File: src/rtl/pgw_pkg.sv
package pgw_pkg;
    localparam int ADDR_W     = 8;
    localparam int DATA_W     = 8;
    localparam int PAGE_BYTES = 8;
    localparam int SLOT_W     = $clog2(PAGE_BYTES);
    localparam int PAGE_W     = ADDR_W - SLOT_W;
    localparam int WORDS      = 1 << ADDR_W;

    typedef struct packed {
        logic [PAGE_W-1:0] page;
        logic [SLOT_W-1:0] slot;
    } waddr_t;

    typedef logic [PAGE_BYTES-1:0][DATA_W-1:0] page_data_t;
    typedef logic [PAGE_BYTES-1:0]             slot_mask_t;

    function automatic waddr_t split_addr(input logic [ADDR_W-1:0] a);
        return waddr_t'(a);
    endfunction
endpackage

File: src/rtl/pgw_page_buf.sv
module pgw_page_buf
    import pgw_pkg::*;
(
    input  logic                   clk,
    input  logic                   rst,
    input  logic                   load,
    input  waddr_t                 load_addr,
    input  logic [DATA_W-1:0]      load_data,
    input  logic                   flush,
    output logic [PAGE_W-1:0]      page,
    output slot_mask_t             filled,
    output page_data_t             bytes
);
    always_ff @(posedge clk) begin
        if (rst || flush) begin
            filled <= '0;
            page   <= '0;
            bytes  <= '0;
        end else if (load) begin
            if (filled == '0)
                page <= load_addr.page;
            filled[load_addr.slot] <= 1'b1;
            bytes[load_addr.slot]  <= load_data;
        end
    end
endmodule

File: src/rtl/pgw_cycle_timer.sv
module pgw_cycle_timer #(
    parameter int WR_CYCLES = 250000
) (
    input  logic clk,
    input  logic rst,
    input  logic launch,
    output logic busy,
    output logic last
);
    localparam int CNT_W = $clog2(WR_CYCLES + 1);
    logic [CNT_W-1:0] remain;

    assign last = busy && (remain == '0);

    always_ff @(posedge clk) begin
        if (rst) begin
            busy   <= 1'b0;
            remain <= '0;
        end else if (!busy) begin
            if (launch) begin
                busy   <= 1'b1;
                remain <= CNT_W'(WR_CYCLES - 1);
            end
        end else if (remain == '0) begin
            busy <= 1'b0;
        end else begin
            remain <= remain - 1'b1;
        end
    end
endmodule

File: src/rtl/pgw_store.sv
module pgw_store
    import pgw_pkg::*;
(
    input  logic              clk,
    input  logic              rst,
    input  slot_mask_t        we,
    input  logic [PAGE_W-1:0] page,
    input  page_data_t        wbytes,
    input  logic              rd_go,
    input  logic [ADDR_W-1:0] rd_addr,
    output logic [DATA_W-1:0] rd_data
);
    logic [DATA_W-1:0] cells [WORDS];

    always_ff @(posedge clk) begin
        if (rst) begin
            for (int i = 0; i < WORDS; i++)
                cells[i] <= '0;
            rd_data <= '0;
        end else begin
            for (int s = 0; s < PAGE_BYTES; s++)
                if (we[s])
                    cells[{page, SLOT_W'(s)}] <= wbytes[s];
            if (rd_go)
                rd_data <= cells[rd_addr];
        end
    end
endmodule

File: src/rtl/pgbuf_commit.sv
module pgbuf_commit
    import pgw_pkg::*;
#(
    parameter int WR_CYCLES = 250000
) (
    input  logic              clk,
    input  logic              rst,
    input  logic              wr_stb,
    input  logic [ADDR_W-1:0] wr_addr,
    input  logic [DATA_W-1:0] wr_data,
    input  logic              start_stb,
    input  logic              stop_stb,
    input  logic              wp,
    input  logic              rd_en,
    input  logic [ADDR_W-1:0] rd_addr,
    output logic [DATA_W-1:0] rd_data,
    output logic              rd_valid,
    output logic              busy,
    output logic [PAGE_BYTES-1:0] arr_we,
    output logic [PAGE_W-1:0] arr_page
);
    slot_mask_t        filled;
    page_data_t        bytes;
    logic [PAGE_W-1:0] buf_page;
    logic              last;
    logic              idle, load, launch, flush, rd_go;

    assign idle   = !busy;
    assign load   = idle && wr_stb;
    assign launch = idle && stop_stb && !wp && (filled != '0);
    assign flush  = last || (idle && start_stb) || (idle && stop_stb && wp);
    assign rd_go  = idle && rd_en;

    assign arr_we   = last ? filled : '0;
    assign arr_page = buf_page;

    pgw_page_buf u_buf (
        .clk(clk), .rst(rst), .load(load),
        .load_addr(split_addr(wr_addr)), .load_data(wr_data),
        .flush(flush), .page(buf_page), .filled(filled), .bytes(bytes)
    );

    pgw_cycle_timer #(.WR_CYCLES(WR_CYCLES)) u_tmr (
        .clk(clk), .rst(rst), .launch(launch), .busy(busy), .last(last)
    );

    pgw_store u_store (
        .clk(clk), .rst(rst), .we(arr_we), .page(buf_page), .wbytes(bytes),
        .rd_go(rd_go), .rd_addr(rd_addr), .rd_data(rd_data)
    );

    always_ff @(posedge clk) begin
        if (rst) rd_valid <= 1'b0;
        else     rd_valid <= rd_go;
    end
endmodule

File: config.mk
export PLATFORM = sky130hd
export DESIGN_NAME = pgbuf_commit
export DESIGN_NICKNAME = d
export VERILOG_FILES = /design/src/rtl/pgw_pkg.sv /design/src/rtl/pgw_page_buf.sv /design/src/rtl/pgw_cycle_timer.sv /design/src/rtl/pgw_store.sv /design/src/rtl/pgbuf_commit.sv
export SDC_FILE = /design/constraint.sdc
export NUM_CORES = 2
export LEC_CHECK = 0
export BUFFER_PORTS_ARGS = -buffer_cell sky130_fd_sc_hd__buf_4
export CAP_MARGIN = 10
export CORE_MARGIN = 5
export CORE_UTILIZATION = 44
export DETAILED_ROUTE_END_ITERATION = 8
export SKIP_CTS_REPAIR_TIMING = 1
export SYNTH_ARGS = -nofsm -noshare
export SYNTH_HDL_FRONTEND = slang
export SYNTH_HIERARCHICAL = 1
export SYNTH_SLANG_ARGS = --single-unit
File: constraint.sdc
create_clock -name clk -period 3.1 [get_ports clk]
set_input_delay 0.31 -clock clk [delete_from_list [all_inputs] [get_ports clk]]
set_output_delay 0.31 -clock clk [all_outputs]
set_load 0.01 [all_outputs]
# Yosys cells after proc, flatten, opt, wreduce, memory -nomap -nowiden
# Memory sizes are Yosys's and may differ from the RTL's. A register that Yosys moved wholly into a read port is not among the register bits.
# Index checks and enable logic that the tools add are counted.
word_totals:
  register_bits: 97
  mem_bits_rw: 2048
  inputBits: 31
  wordCells: 109
  mem_count: 1
classes:
  add_sub_neg: 1
  order_cmp: 2
  eq_ne: 1
  mux: 62
  bitwise_logic: 1
  reduce_logical: 28
mem_list:
  columns: ["memory", "words", "width", "rd", "rd_clocked_by_memory_dff", "write_ports", "line_no", "text"]
  rows:
  - ["u_store.cells", 256, 8, 1, 1, 256, "pgw_store.sv:13", "logic [DATA_W-1:0] cells [WORDS];"]
op_table:
  columns: ["cell", "count"]
  rows:
  - ["2-to-1 mux 8 bit", 18]
  - ["bitwise mux 64 bit", 1]
  - ["OR reduction 8 bit", 8]
  - ["2-to-1 mux 18 bit", 3]
  - ["2-to-1 mux 1 bit", 38]
  - ["demux 8 bit (select 3 bit)", 1]
  - ["zero test 18 bit", 1]
  - ["subtractor 18 x 1 -> 18 bit (second input constant)", 1]
  - ["logical AND 1 bit", 9]
  - ["zero test 8 bit", 1]
  - ["bitwise OR 8 bit", 1]
  - ["nonzero test 8 bit", 1]
  - ["< comparator 3 x 4 -> 1 bit (second input constant)", 1]
  - ["AND reduction 2 bit", 2]
  - ["demux 1 bit (select 3 bit)", 1]
  - [">= comparator 3 x 1 -> 1 bit (second input constant)", 1]
  - ["logical OR 1 bit", 3]
  - ["zero test 1 bit", 2]
  - ["inequality test 2 bit (second input constant)", 1]
  - ["nonzero test 2 bit", 1]

# Logic depth before layout (Yosys ltp)
logic_depth:
  ltp_word: 8
  ltp_mapped: 13

# Modules after synthesis
# Netlist, hierarchy kept.
modules_own_cells:
  columns: ["mod", "instances", "cells_each", "area_each_um2"]
  rows:
  - ["pgw_store", 1, 6511, 95552.9]
  - ["pgw_page_buf", 1, 326, 2851.5]
  - ["pgw_cycle_timer", 1, 122, 1002.2]
  - ["pgbuf_commit", 1, 18, 130.1]

# Worst setup path before layout
# OpenSTA, ideal clock, no wires.
synth_timing:
  path_kind: "reg2reg"
  start: "register u_tmr.remain[13]"
  end: "memory u_store.cells[141][0] (enable)"
  arrival_time_ns: 2.526
  required_ns: 2.791
  slack_ns: 0.264
  path_stages_with_launch: 10
  path_buffers: 2
  period_less_slack_ns: 2.836
  cell_sequence: "dfxtp_1 > or4_4 > or2_1 > buf_6 > nor2_1 > and2_1 > nand2b_1 > buf_1 > nor2_1 > or2_2"
synth_lines:
  columns: ["item", "line_no", "text"]
  rows:
  - ["from (decl)", "pgw_cycle_timer.sv:11", "logic [CNT_W-1:0] remain;"]
  - ["from (signal assigned)", "pgw_cycle_timer.sv:22", "remain <= CNT_W'(WR_CYCLES - 1);"]
  - ["from (signal assigned)", "pgw_cycle_timer.sv:27", "remain <= remain - 1'b1;"]
  - ["to (decl)", "pgw_store.sv:13", null]

# Worst setup path in the final report
layout_timing:
  start: "register u_tmr.remain[16]"
  end: "output arr_we[6]"
layout_via:
  elab_chain_len: 3
layout_lines:
  columns: ["item", "line_no", "text"]
  rows:
  - ["zero test 18 bit", "pgw_cycle_timer.sv:13", "assign last = busy && (remain == '0);"]
  - ["logical AND 1 bit", "pgw_cycle_timer.sv:13", null]
  - ["net last", "pgbuf_commit.sv:25", "logic last;"]
  - ["2-to-1 mux 8 bit", "pgbuf_commit.sv:34", "assign arr_we = last ? filled : '0;"]
  - ["to (decl)", "pgbuf_commit.sv:19", "output logic [PAGE_BYTES-1:0] arr_we,"]
# The timed path passes the listed nets, and every way through them passes these cells.

==> impl_summary.txt <==
----------------------------------------------------
[Timing]
  Setup Total Neg Slack ... -0.02162 ns
  Unrepaired setup endpoints after global routing ... true
  Final worst clock skew ... 0.03968 ns
  Worst rel slew slack ... 14.50%
  Final Worst Setup Slack ... -0.02162 ns
  FMAX ... 0.3203 GHz
  Number of setup violations in the final report ... 1
  Final Hold Fails ... 0
  Final worst-path cycle share ... 100.7%
  Final critical-path required period ... 3.122 ns
  Transition time at the pin with the least slew margin ... 1.275 ns
  Final number of max-transition violations ... 0

[Synth]
  Post-synthesis cell type count ... 87
  Synth Flop Type ... sky130_fd_sc_hd__edfxtp_1
  Cells after synthesis ... 6977
  Number of enable-type register cells in the synthesized netlist ... 2048
  Synthesized netlist net count ... 7009
  Share of flip-flops with an asynchronous set or reset ... 0%
  Yosys reg bits ... 2153
  Count of yosys warnings during synthesis ... 6
  Avg Synthesized Cell Area ... 14.27 sq um
  Sequential element share of the synthesized area ... 63.90%
  Syn Std Cell Area ... 99540 sq um

[Setup path]
  Worst reg2reg path endpoint ... u_store/cells[198][7]
  Slack of the worst reg-to-reg path ... 0.06 ns
  Critical Path Max Stage Delay ... 0.55 ns
  Start of the worst register-to-register path ... u_buf/page[3]
  Worst path required time ... 2.79 ns
  Cell at the slowest stage of the critical path ... sky130_fd_sc_hd__or4_4
  Startpoint type of the worst setup path ... flip-flop
  Most prevalent standard cell on the critical path ... sky130_fd_sc_hd__buf_6
  Setup crit end kind ... primary output
  Critical-path cell list ... or4_4 > or2_4 > nor2_4 > buf_12 > and2_4 > buf_6 > buf_6
  Data arrival time of the worst path ... 2.81 ns
  Maximum fanout along the worst path ... 8
  Category of cells accounting for the largest share of critical-path delay ... simple AND/OR/NAND/NOR gates
  Register-to-Register Path Depth ... 5
  Critical path start-end classification ... flip-flop to primary output
  Buffers & Inverters on Critical Path ... 3

[Floorplanning]
  Number of cell rows ... 174
  I/O pin count ... 54
  Initial Util ... 44.26%
  Vertical die dimension ... 485.6 microns
  Horizontal die dimension ... 485.6 microns
  Area of the placeable core ... 224900 sq um
  Area of the die ... 235800 sq um

[Finish]
  Top library cells by usage in the layout, fill and taps aside ... sky130_fd_sc_hd__and2_1, sky130_fd_sc_hd__edfxtp_1, sky130_fd_sc_hd__buf_4
  Most common cell after layout, fill and taps aside ... sky130_fd_sc_hd__and2_1
  Fraction of layout instances using a drive strength above 1 ... 23.55%
  Count of placed standard cells in the final layout, fillers left out ... 10.70k
  Post-synthesis to final-layout area growth ... 15.47%
  NumNets Final ... 7520

[Place]
  Inst Count DP ... 10.24k
  Post-detail-place hpwl ... 247.3 mm
  Total of buffers placed on input and output ports ... 53
  Routability Congestion ... 1.006
  Placement-stage worst setup slack ... -0.6697 ns

[Global routing]
  Pin count of the biggest net entering global routing ... 73
  Tot GR Track Use ... 31.90%
  Sum of overflow across all layers after global routing ... 0
  Antenna violations before repair ... 65
  Via count of the first global-routing pass ... 62.98k
  First-pass GRT wire length ... 519.7 mm

[Detailed routing]
  Detailed-route wire length ... 383.8 mm
  Drt via density ... 6.219
  Drt wl/cell ... 35.87 microns
  Iteration-0 DRC Markers ... 10.97k
  Antenna viol nets, final ... 0
  Number of design rule violations left after detail routing ... 0
  Vias after detailed routing ... 66.55k
  Length of the first detailed-routing pass in iterations ... 6

[Run status]
  Violations in the final reports ... negative setup slack
  Run status ... complete, but fails checks

[Clocking]
  Source-to-sink clock delay at the later pin of the worst-skew pair ... 0.90 ns
  CTS buffer count ... 221
  Clk pin slew, worst setup/hold paths ... 0.06 ns
  CTS Root Buffer Type ... sky130_fd_sc_hd__clkbuf_16
  Clock tree from TritonCTS ... yes
  Clk sink count ... 2153
  Number of H-tree levels ... 4
  Maximum count of clock buffers along a single path ... 3

[Pwr]
  Worst vdd ir ... 0.0004421 V
  Leakage power ... 42.62 nW
  Power density of the placed cells ... 563.7 nW/um^2

[Flow run]
  Max_cap viols ... 0

[Worst hold path]
  Worst min path class ... input port to flip-flop
  Worst Min Path Start ... start_stb
  Terminating pin of the worst hold path ... u_buf/filled[0]
  Hold depth ... 5

----------------------------------------------------
-- final cells by class --
| type | count | area (sq um) |
|---|---|---|
| clock buffer | 265 | 5831 |
| clock inverter | 140 | 1408 |
| antenna | 39 | 97.59 |
| tap | 2992 | 3744 |
| timing repair buffer | 777 | 6688 |
| multi-input combinational | 4327 | 33370 |
| fill | 18740 | 110000 |
| inverter | 8 | 32.53 |
| sequential | 2153 | 63760 |
-- tightest hold or removal path, delay by kind of cell --
| family | cells | cell delay, ns |
|---|---|---|
| and+or+nand+nor | 2 | 0.34 |
| AOI/OAI and AO/OA | 2 | 0.14 |
| buffers and inverters | 1 | 0.08 |
-- state kept, by name, summed over array words and instances (netlist names) --
| name | count |
|---|---|
| u_tmr/busy | 1 |
| rd_valid | 1 |
| u_buf/page | 5 |
| u_buf/filled | 8 |
| u_store/cells | 2048 |
| u_buf/bytes | 64 |
| u_tmr/remain | 18 |
| u_store/rd_data | 8 |
-- kinds of logic (layout without fill, tap and decap cells) --
logic type	count (synthesis)	in the layout	synth area share [%]
multiplexers	717	717	11.72
other	0	39	0
flip-flops	2153	2153	63.90
XOR/XNOR	5	5	0.04400
adder cells (fa/ha/maj)	1	1	0.01257
buffers and inverters	497	1190	2.721
AND/OR/NAND/NOR	3090	3090	18.06
AO/OA/AOI/OAI	514	514	3.554
-- worst max path at each step --
stage                      from  slack [ns]                    end  cells past startpoint
2_1_floorplan  u_tmr/remain[13]        0.26  u_store/cells[141][0]                      9
3_3_place_gp         rd_addr[0]       -0.77     u_store/rd_data[3]                     10
3_5_place_dp         rd_addr[0]       -0.67     u_store/rd_data[3]                     10
4_1_cts        u_tmr/remain[13]       -0.50              arr_we[5]                      7
5_1_grt         u_tmr/remain[9]       -0.08              arr_we[6]                      7
6_report       u_tmr/remain[16]       -0.02              arr_we[6]                      7
-- through the flow --
step	total power [mW]	hold slack, ns	utilization [%]	cell area, sq um
after detailed placement	38.08	0.4660	47.74	107400
after global routing	66.28	0.008872	51.07	114900
after global placement	38.03	0.4632	47.74	107400
final	64.78	0.009637	51.11	114900
after CTS	64.77	-0.3538	50.95	114600
after floorplan	35.93	0.3816	-	99540
-- cell usage after synthesis (all sizes together), types with 14 or more instances --
cell type  instances  share of area [%]
and2            2063                 13
edfxtp          2048                 62
mux2i            361                3.6
mux4             355                8.1
nor2             344                1.3
clkbuf           313                1.2
or2              263                1.7
nand2            218               0.82
buf              176                1.5
o22ai            106               0.67
dfxtp            105                2.1
a21oi            104               0.52
o21ai             53               0.27
o221ai            50               0.44
nor3              46               0.23
a22oi             43               0.32
a211oi            38               0.29
nand3             30               0.15
a221oi            26               0.23
a2111oi           21               0.19
nor4              20               0.13
nand2b            14              0.088
-- power by group --
part           total [mW]  switching [mW]  internal (mW)
combinational        4.61            2.97           1.65
sequential           33.1           0.476           32.6
clock                27.1            11.7           15.4
-- metal layers --
| layer | share of wire, % | track usage [%] |
|---|---|---|
| met1 | 37 | 43.66 |
| met2 | 44 | 47.48 |
| met3 | 13 | 8.744 |
| met4 | 5.4 | 15.11 |
| met5 | 0.0034 | 0 |
(Power assumes the default switching activity.)
